===== config.mk =====
export PLATFORM = sky130hd
export DESIGN_NAME = chmem_ctrl
export DESIGN_NICKNAME = d
export VERILOG_FILES = /design/src/rtl/chmem_pkg.sv /design/src/rtl/chmem_decode.sv /design/src/rtl/chmem_testreg.sv /design/src/rtl/chmem_store.sv /design/src/rtl/chmem_ctrl.sv
export SDC_FILE = /design/constraint.sdc
export NUM_CORES = 1
export LEC_CHECK = 0
export ABC_AREA = 0
export BUFFER_PORTS_ARGS = -buffer_cell sky130_fd_sc_hd__buf_2
export CORE_MARGIN = 5
export CORE_UTILIZATION = 65
export CTS_CLUSTER_SIZE = 20
export DETAILED_ROUTE_END_ITERATION = 6
export PLACE_DENSITY = 0.79
export SYNTH_ARGS = -nofsm -noshare
export SYNTH_HDL_FRONTEND = slang
export SYNTH_SLANG_ARGS = --single-unit

===== constraint.sdc =====
create_clock -name clk -period 3.25 [get_ports clk]
set_clock_uncertainty 0.05 [all_clocks]
set_input_delay 0.65 -clock clk [delete_from_list [all_inputs] [get_ports clk]]
set_output_delay 0.65 -clock clk [all_outputs]
set_load 0.03 [all_outputs]

===== src/rtl/chmem_pkg.sv =====
package chmem_pkg;

    localparam logic [4:0] FN_READ   = 5'd0;
    localparam logic [4:0] FN_CLEAR  = 5'd9;
    localparam logic [4:0] FN_HITCLR = 5'd11;
    localparam logic [4:0] FN_WRITE  = 5'd16;
    localparam logic [4:0] FN_SELECT = 5'd17;
    localparam logic [4:0] FN_LOAD   = 5'd20;
    localparam logic [4:0] FN_TEST   = 5'd25;

    localparam logic [3:0] SA_PATSEL = 4'd4;
    localparam logic [3:0] SA_HIT    = 4'd3;
    localparam logic [3:0] SA_DIG    = 4'd0;
    localparam logic [3:0] SA_FE_LO  = 4'd1;
    localparam logic [3:0] SA_FE_HI  = 4'd2;

    typedef struct packed {
        logic mem_wr;
        logic mem_rd;
        logic arm;
        logic load;
        logic dig;
        logic fe_lo;
        logic fe_hi;
        logic clr;
        logic hclr;
    } fire_t;

endpackage


===== src/rtl/chmem_decode.sv =====
module chmem_decode
    import chmem_pkg::*;
#(
    parameter int NCH   = 16,
    parameter int NSLOT = 4
) (
    input  logic       valid_i,
    input  logic [4:0] func_i,
    input  logic [3:0] sub_i,
    input  logic       armed_i,
    output fire_t      fire_o
);

    logic sub_in_mem;
    logic sub_in_slot;

    always_comb begin
        sub_in_mem  = int'(sub_i) < NCH;
        sub_in_slot = int'(sub_i) < NSLOT;
    end

    always_comb begin
        fire_o = '0;
        if (valid_i) begin
            case (func_i)
                FN_READ:   fire_o.mem_rd = sub_in_mem;
                FN_WRITE:  fire_o.mem_wr = sub_in_mem;
                FN_CLEAR:  fire_o.clr    = 1'b1;
                FN_HITCLR: fire_o.hclr   = (sub_i == SA_HIT);
                FN_SELECT: fire_o.arm    = (sub_i == SA_PATSEL);
                FN_LOAD:   fire_o.load   = armed_i && sub_in_slot;
                FN_TEST: begin
                    fire_o.dig   = (sub_i == SA_DIG);
                    fire_o.fe_lo = (sub_i == SA_FE_LO);
                    fire_o.fe_hi = (sub_i == SA_FE_HI);
                end
                default: fire_o = '0;
            endcase
        end
    end

endmodule


===== src/rtl/chmem_testreg.sv =====
module chmem_testreg #(
    parameter int DW    = 12,
    parameter int NSLOT = 4,
    localparam int SW   = (NSLOT > 1) ? $clog2(NSLOT) : 1
) (
    input  logic          clk,
    input  logic          rst_n,
    input  logic          init_i,
    input  logic          arm_i,
    input  logic          load_i,
    input  logic [SW-1:0] slot_i,
    input  logic [DW-1:0] data_i,
    output logic          armed_o,
    output logic [DW-1:0] pattern_o
);

    typedef struct packed {
        logic [NSLOT-1:0][DW-1:0] slots;
        logic                     armed;
        logic [SW-1:0]            active;
    } treg_t;

    treg_t st_d, st_q;

    always_comb begin
        st_d = st_q;
        if (init_i) begin
            st_d = '0;
        end else begin
            if (arm_i) begin
                st_d.armed = 1'b1;
            end
            if (load_i) begin
                st_d.slots[slot_i] = data_i;
                st_d.active        = slot_i;
                st_d.armed         = 1'b0;
            end
        end
    end

    always_ff @(posedge clk or negedge rst_n) begin
        if (!rst_n) st_q <= '0;
        else        st_q <= st_d;
    end

    assign armed_o   = st_q.armed;
    assign pattern_o = st_q.slots[st_q.active];

    AST_ARM_CONSUMED: assert property (@(posedge clk) disable iff (!rst_n)
        load_i |=> !armed_o) else $error("arm survived load");
    AST_SLOTS_HOLD: assert property (@(posedge clk) disable iff (!rst_n)
        (!load_i && !init_i) |=> $stable(st_q.slots)) else $error("slot changed");
    AST_INIT_DISARMS: assert property (@(posedge clk) disable iff (!rst_n)
        init_i |=> (!armed_o && pattern_o == '0)) else $error("init left state");

endmodule


===== src/rtl/chmem_store.sv =====
module chmem_store #(
    parameter int NCH  = 16,
    parameter int DW   = 12,
    localparam int AW  = (NCH > 1) ? $clog2(NCH) : 1
) (
    input  logic          clk,
    input  logic          rst_n,
    input  logic          init_i,
    input  logic          host_we_i,
    input  logic [AW-1:0] host_idx_i,
    input  logic [DW-1:0] host_data_i,
    input  logic          conv_we_i,
    input  logic [AW-1:0] conv_idx_i,
    input  logic [DW-1:0] conv_data_i,
    input  logic          copy_en_i,
    input  logic [DW-1:0] copy_data_i,
    input  logic [AW-1:0] rd_idx_i,
    output logic [DW-1:0] rd_word_o
);

    typedef struct packed {
        logic [NCH-1:0][DW-1:0] mem;
    } store_t;

    store_t st_d, st_q;
    logic [DW-1:0] ch_next [NCH];

    for (genvar g = 0; g < NCH; g++) begin : g_chan
        logic conv_hit;
        logic host_hit;
        assign conv_hit = conv_we_i && (int'(conv_idx_i) == g);
        assign host_hit = host_we_i && (int'(host_idx_i) == g);
        assign ch_next[g] = conv_hit  ? conv_data_i :
                            host_hit  ? host_data_i :
                            copy_en_i ? copy_data_i :
                                        st_q.mem[g];
    end

    always_comb begin
        st_d = st_q;
        if (init_i) begin
            st_d = '0;
        end else begin
            for (int i = 0; i < NCH; i++) begin
                st_d.mem[i] = ch_next[i];
            end
        end
    end

    always_ff @(posedge clk or negedge rst_n) begin
        if (!rst_n) st_q <= '0;
        else        st_q <= st_d;
    end

    assign rd_word_o = st_q.mem[rd_idx_i];

    AST_CONV_WINS: assert property (@(posedge clk) disable iff (!rst_n)
        (conv_we_i && !init_i) |=> st_q.mem[$past(conv_idx_i)] == $past(conv_data_i))
        else $error("conversion write lost");
    AST_HOST_STORES: assert property (@(posedge clk) disable iff (!rst_n)
        (host_we_i && !init_i && !(conv_we_i && conv_idx_i == host_idx_i))
        |=> st_q.mem[$past(host_idx_i)] == $past(host_data_i))
        else $error("host write lost");

endmodule


===== src/rtl/chmem_ctrl.sv =====
module chmem_ctrl
    import chmem_pkg::*;
#(
    parameter int NCH   = 16,
    parameter int DW    = 12,
    parameter int NSLOT = 4,
    localparam int AW   = (NCH > 1) ? $clog2(NCH) : 1,
    localparam int SW   = (NSLOT > 1) ? $clog2(NSLOT) : 1,
    localparam int RW   = 4 + DW
) (
    input  logic          clk,
    input  logic          rst_n,
    input  logic          init_i,
    input  logic          cmd_valid_i,
    input  logic [4:0]    cmd_func_i,
    input  logic [3:0]    cmd_sub_i,
    input  logic [15:0]   cmd_wdata_i,
    input  logic          conv_we_i,
    input  logic [3:0]    conv_ch_i,
    input  logic [DW-1:0] conv_data_i,
    output logic [RW-1:0] cmd_rdata_o,
    output logic          cmd_ack_o,
    output logic          dig_test_o,
    output logic          fe_test_lo_o,
    output logic          fe_test_hi_o,
    output logic          clear_o,
    output logic          hit_clr_o
);

    typedef struct packed {
        logic [RW-1:0] rdata;
        logic          ack;
        logic          dig;
        logic          fe_lo;
        logic          fe_hi;
        logic          clr;
        logic          hclr;
    } resp_t;

    resp_t         rs_d, rs_q;
    fire_t         fire;
    logic          armed;
    logic [DW-1:0] pattern;
    logic [DW-1:0] rd_word;

    chmem_decode #(.NCH(NCH), .NSLOT(NSLOT)) u_dec (
        .valid_i (cmd_valid_i && !init_i),
        .func_i  (cmd_func_i),
        .sub_i   (cmd_sub_i),
        .armed_i (armed),
        .fire_o  (fire)
    );

    chmem_testreg #(.DW(DW), .NSLOT(NSLOT)) u_treg (
        .clk       (clk),
        .rst_n     (rst_n),
        .init_i    (init_i),
        .arm_i     (fire.arm),
        .load_i    (fire.load),
        .slot_i    (cmd_sub_i[SW-1:0]),
        .data_i    (cmd_wdata_i[DW-1:0]),
        .armed_o   (armed),
        .pattern_o (pattern)
    );

    chmem_store #(.NCH(NCH), .DW(DW)) u_store (
        .clk         (clk),
        .rst_n       (rst_n),
        .init_i      (init_i),
        .host_we_i   (fire.mem_wr),
        .host_idx_i  (cmd_sub_i[AW-1:0]),
        .host_data_i (cmd_wdata_i[DW-1:0]),
        .conv_we_i   (conv_we_i),
        .conv_idx_i  (conv_ch_i[AW-1:0]),
        .conv_data_i (conv_data_i),
        .copy_en_i   (fire.dig),
        .copy_data_i (pattern),
        .rd_idx_i    (cmd_sub_i[AW-1:0]),
        .rd_word_o   (rd_word)
    );

    always_comb begin
        rs_d       = rs_q;
        rs_d.ack   = |fire;
        rs_d.dig   = fire.dig;
        rs_d.fe_lo = fire.fe_lo;
        rs_d.fe_hi = fire.fe_hi;
        rs_d.clr   = fire.clr;
        rs_d.hclr  = fire.hclr;
        if (fire.mem_rd) begin
            rs_d.rdata = {cmd_sub_i, rd_word};
        end
        if (init_i) begin
            rs_d = '0;
        end
    end

    always_ff @(posedge clk or negedge rst_n) begin
        if (!rst_n) rs_q <= '0;
        else        rs_q <= rs_d;
    end

    assign cmd_rdata_o  = rs_q.rdata;
    assign cmd_ack_o    = rs_q.ack;
    assign dig_test_o   = rs_q.dig;
    assign fe_test_lo_o = rs_q.fe_lo;
    assign fe_test_hi_o = rs_q.fe_hi;
    assign clear_o      = rs_q.clr;
    assign hit_clr_o    = rs_q.hclr;

    AST_ACK_NEEDS_CMD: assert property (@(posedge clk) disable iff (!rst_n)
        cmd_ack_o |-> $past(cmd_valid_i) && !$past(init_i)) else $error("stray ack");
    AST_ONE_STROBE: assert property (@(posedge clk) disable iff (!rst_n)
        $onehot0({dig_test_o, fe_test_lo_o, fe_test_hi_o, clear_o, hit_clr_o}))
        else $error("strobes overlap");
    AST_READ_TAG: assert property (@(posedge clk) disable iff (!rst_n)
        (cmd_valid_i && !init_i && cmd_func_i == FN_READ)
        |=> cmd_rdata_o[RW-1:RW-4] == $past(cmd_sub_i)) else $error("bad tag");
    AST_INIT_QUIET: assert property (@(posedge clk) disable iff (!rst_n)
        init_i |=> (!cmd_ack_o && cmd_rdata_o == '0 && !clear_o && !dig_test_o))
        else $error("init not quiet");

endmodule


==> summary.txt <==
=================================================================================================================
Port-buffer cells                                                                                              63
Number of buffers added by the clock tree synthesis step                                                       29
Count of vias placed by the detailed router                                                                 15800
Average wire length per cell after detail routing                                                         27.9 um
Proportion of synthesized area in mux cells                                                                 8.86%
Dominant combinational cell family by area after synthesis                                           simple AND/OR/NAND/NOR gates
Share of flip-flops with an asynchronous set or reset after synthesis                                        100%
Standard cell area after detailed placement                                                             16500 um2
Initial antenna violation count                                                                                 3
Arithmetic-cell share of the synthesized area counting full adders, half adders and majority gates             0%
Clock tree from TritonCTS                                                                                    done
Overall routing resource usage                                                                              44.3%
Highest attainable clock frequency                                                                      0.404 GHz
Top-level I/O count                                                                                            68
Via count of the first global-routing pass                                                                  15700
Weighted congestion at the end of routability-driven global placement                                        1.01
Yosys Warn Count                                                                                                0
Crit path kind                                                                                             in2reg
Standard-cell rows                                                                                             56
Clock transition at the registers of the reported paths                                                   0.06 ns
Net total in the final layout                                                                                1844
Slew headroom                                                                                               34.5%
Worst R2R Path Depth                                                                                            6
Most frequent cells in the layout                                                                    sky130_fd_sc_hd__nor2_1, sky130_fd_sc_hd__dfrtp_1, sky130_fd_sc_hd__nand2_1, sky130_fd_sc_hd__nor3_1, sky130_fd_sc_hd__o32a_1
Number of gates resized after cts                                                                               0
Fraction of final layout cells with drive strength greater than 1                                           17.2%
Static Leak                                                                                               7.19 nW
Number of setup buffers added after CTS                                                                         0
Buffers from clock root to sink, at most                                                                        3
Syn Inst Count                                                                                               1765
Simple logic cell fraction of the synthesized area                                                          24.4%
Post-detailed-route DRC marker count                                                                            0
Share of synthesized area occupied by flip-flops and latches                                                42.4%
Final HPWL DP                                                                                            38600 um
Area Growth Syn to Fin                                                                                      11.4%
Drt first pass iters                                                                                            6
Class of the worst hold path                                                                             in2async
Wire length of the first global-routing pass                                                             91200 um
Post-synthesis net count                                                                                     1811
Commonest non-fill, non-tap cell in the layout                                                       sky130_fd_sc_hd__nor2_1
Arrival time reported for the critical path endpoint                                                      2.92 ns
Reg-to-reg slack, setup                                                                                   0.92 ns
Avg Synthesized Cell Area                                                                                8.85 um2
Final setup vio count                                                                                           0
Complex-gate fraction of the synthesized area                                                               18.0%
Top cells by area, synth                                                                             sky130_fd_sc_hd__dfrtp_1, sky130_fd_sc_hd__nor2_1, sky130_fd_sc_hd__mux4_2
Flops & latches, synth                                                                                        265
Pin slew with the least headroom to its limit                                                            0.983 ns
Max Slew Vio Count                                                                                              0
Cell area after synthesis                                                                               15600 um2
Leading register cell type out of synthesis                                                          sky130_fd_sc_hd__dfrtp_1
Minimum setup slack after placement                                                                      0.321 ns
Failing checks                                                                                        hold timing
Hold buffers post-CTS                                                                                           0
Routed Antenna Nets                                                                                             0
Utilization of the core after routing                                                                       74.0%
Total Wirelength                                                                                         59600 um
Unrepaired setup endpoints after global routing                                                             false
Die area                                                                                                27200 um2
Critical register-to-register path endpoint                                                          u_store.st_q[150]
Initial DRC Count                                                                                            2527
Grt total ovfl                                                                                                  0
Max-capacitance violation count                                                                                 0
Design area                                                                                             17400 um2
Die span in y                                                                                              165 um
Startpoint type of the worst setup path                                                              primary input
Yosys top cell by area                                                                               sky130_fd_sc_hd__dfrtp_1
Result of the run                                                                                    finished with violations
Unique masters post-synth                                                                                      57
Starting utilization of the core area                                                                       66.4%
Number of enable flip-flop cells after synthesis                                                                0
Largest net degree at the start of global routing                                                              77
Max rail drop VDD                                                                                      0.000362 V
Data required time at the worst endpoint                                                                  3.69 ns
Ratio of routed vias to standard cells                                                                       7.38
Number of clock sinks                                                                                         265
Final critical path time including I/O delays and setup                                                   2.48 ns
Setup Total Neg Slack                                                                                        0 ns
Clock insertion delay at the later pin of the skew report                                                 0.57 ns
Post-Synth XOR/XNOR Area                                                                                       0%
Chip Width                                                                                                 165 um
Fin crit share                                                                                              76.2%
CTS Root Buffer Type                                                                                 sky130_fd_sc_hd__clkbuf_16
Worst hold margin                                                                                     -0.00868 ns
Core Footprint                                                                                          23500 um2
Synth top area share                                                                                        42.4%
Power density over cell area                                                                           454 nW/um2
Endpoints failing hold                                                                                          4
Worst flop-to-flop path startpoint                                                                   u_treg.st_q[0]
Category of the worst setup path capture point                                                           register
# H-tree levels                                                                                                 1
Critical path fanouts, max                                                                                     15
Worst-case setup margin in the final layout                                                              0.773 ns
=================================================================================================================
-- state kept, by name (all words and copies together) (netlist names) --
signal          flops
u_treg.st_q        50
u_store.st_q      192
clear_o             1
fe_test_lo_o        1
cmd_rdata_o        16
u_treg.armed_o      1
hit_clr_o           1
cmd_ack_o           1
dig_test_o          1
fe_test_hi_o        1
-- power breakdown --
part           total (mW)  switching [mW]  internal [mW]
clock network        3.16            1.36           1.81
logic                1.14           0.703          0.439
registers            3.60           0.115           3.49
-- synthesized netlist by cell type, types with 3 or more instances --
cell type                   instances
sky130_fd_sc_hd__buf_6              9
sky130_fd_sc_hd__and3_1             5
sky130_fd_sc_hd__a211oi_1           3
sky130_fd_sc_hd__dfrtp_1          265
sky130_fd_sc_hd__nor2b_1            7
sky130_fd_sc_hd__buf_2             52
sky130_fd_sc_hd__a311o_1            5
sky130_fd_sc_hd__o21ai_0           62
sky130_fd_sc_hd__nor3_1           175
sky130_fd_sc_hd__a41oi_1            4
sky130_fd_sc_hd__nand3b_1           4
sky130_fd_sc_hd__or3_1              4
sky130_fd_sc_hd__inv_1             36
sky130_fd_sc_hd__a221oi_1          44
sky130_fd_sc_hd__clkbuf_1         108
sky130_fd_sc_hd__a2111oi_0         22
sky130_fd_sc_hd__clkbuf_2           8
sky130_fd_sc_hd__a31oi_1            6
sky130_fd_sc_hd__nand3_1           36
sky130_fd_sc_hd__o22a_1             4
sky130_fd_sc_hd__nor3_4             3
sky130_fd_sc_hd__mux4_2            60
sky130_fd_sc_hd__and2_1             3
sky130_fd_sc_hd__nor3_2             9
sky130_fd_sc_hd__o32a_1           128
sky130_fd_sc_hd__nand2_1          201
sky130_fd_sc_hd__a211o_1            8
sky130_fd_sc_hd__buf_4              4
sky130_fd_sc_hd__nand2b_1          17
sky130_fd_sc_hd__nor3b_1            3
sky130_fd_sc_hd__nor2_1           377
sky130_fd_sc_hd__a21oi_1           60
-- worst max-delay path: stages --
cell and delay, ns:
sky130_fd_sc_hd__buf_2 0.11, sky130_fd_sc_hd__or3b_1 0.40, sky130_fd_sc_hd__buf_4 0.23, sky130_fd_sc_hd__or3_2 0.75
sky130_fd_sc_hd__buf_4 0.32, sky130_fd_sc_hd__nor3_1 0.24, sky130_fd_sc_hd__o32a_1 0.20
-- routing by layer --
| layer | routed length (um) | vias up | track usage [%] |
|---|---|---|---|
| met5 | 26 | - | 0 |
| met4 | 4750 | 4 | 29.3 |
| met3 | 9650 | 366 | 16.3 |
| met2 | 24700 | 1456 | 63.1 |
| met1 | 20500 | 7464 | 56.8 |
| li1 | - | 6476 | - |
-- metrics by stage --
stage | cells | power (mW)
after floorplan | 1765 | 4.28
after global placement | 2086 | 4.71
after detailed placement | 2086 | 4.75
after CTS | 2135 | 7.85
after global routing | 2135 | 8.09
final | 2137 | 7.91
-- how the worst max path moves through the flow --
stage,from,endpoint,slack [ns],cells after the start
finish,init_i,u_store.st_q[25],0.77,7
global route,init_i,u_store.st_q[85],0.61,9
CTS,init_i,u_store.st_q[25],0.86,7
detailed placement,cmd_sub_i[0],cmd_rdata_o[7],0.32,6
global placement,init_i,u_store.st_q[72],0.37,7
floorplan,cmd_sub_i[0],cmd_rdata_o[2],0.82,6
-- final cells by class --
type	count	area (um2)
inverter	36	135
timing repair buffer	185	1320
clock inverter	3	15.0
multi-input combinational	1281	8040
sequential	265	6630
tap	319	399
clock buffer	46	870
antenna	2	5.00
fill	1773	6130
-- logic make-up (layout without fill, tap and decap cells) --
logic type             Yosys count  in the layout
other                            0              2
AND/OR/NAND/NOR                862            862
buffers and inverters          219            270
AO/OA/AOI/OAI                  356            356
multiplexers                    63             63
flip-flops                     265            265
Note: power is estimated with default switching activity, not from simulation.
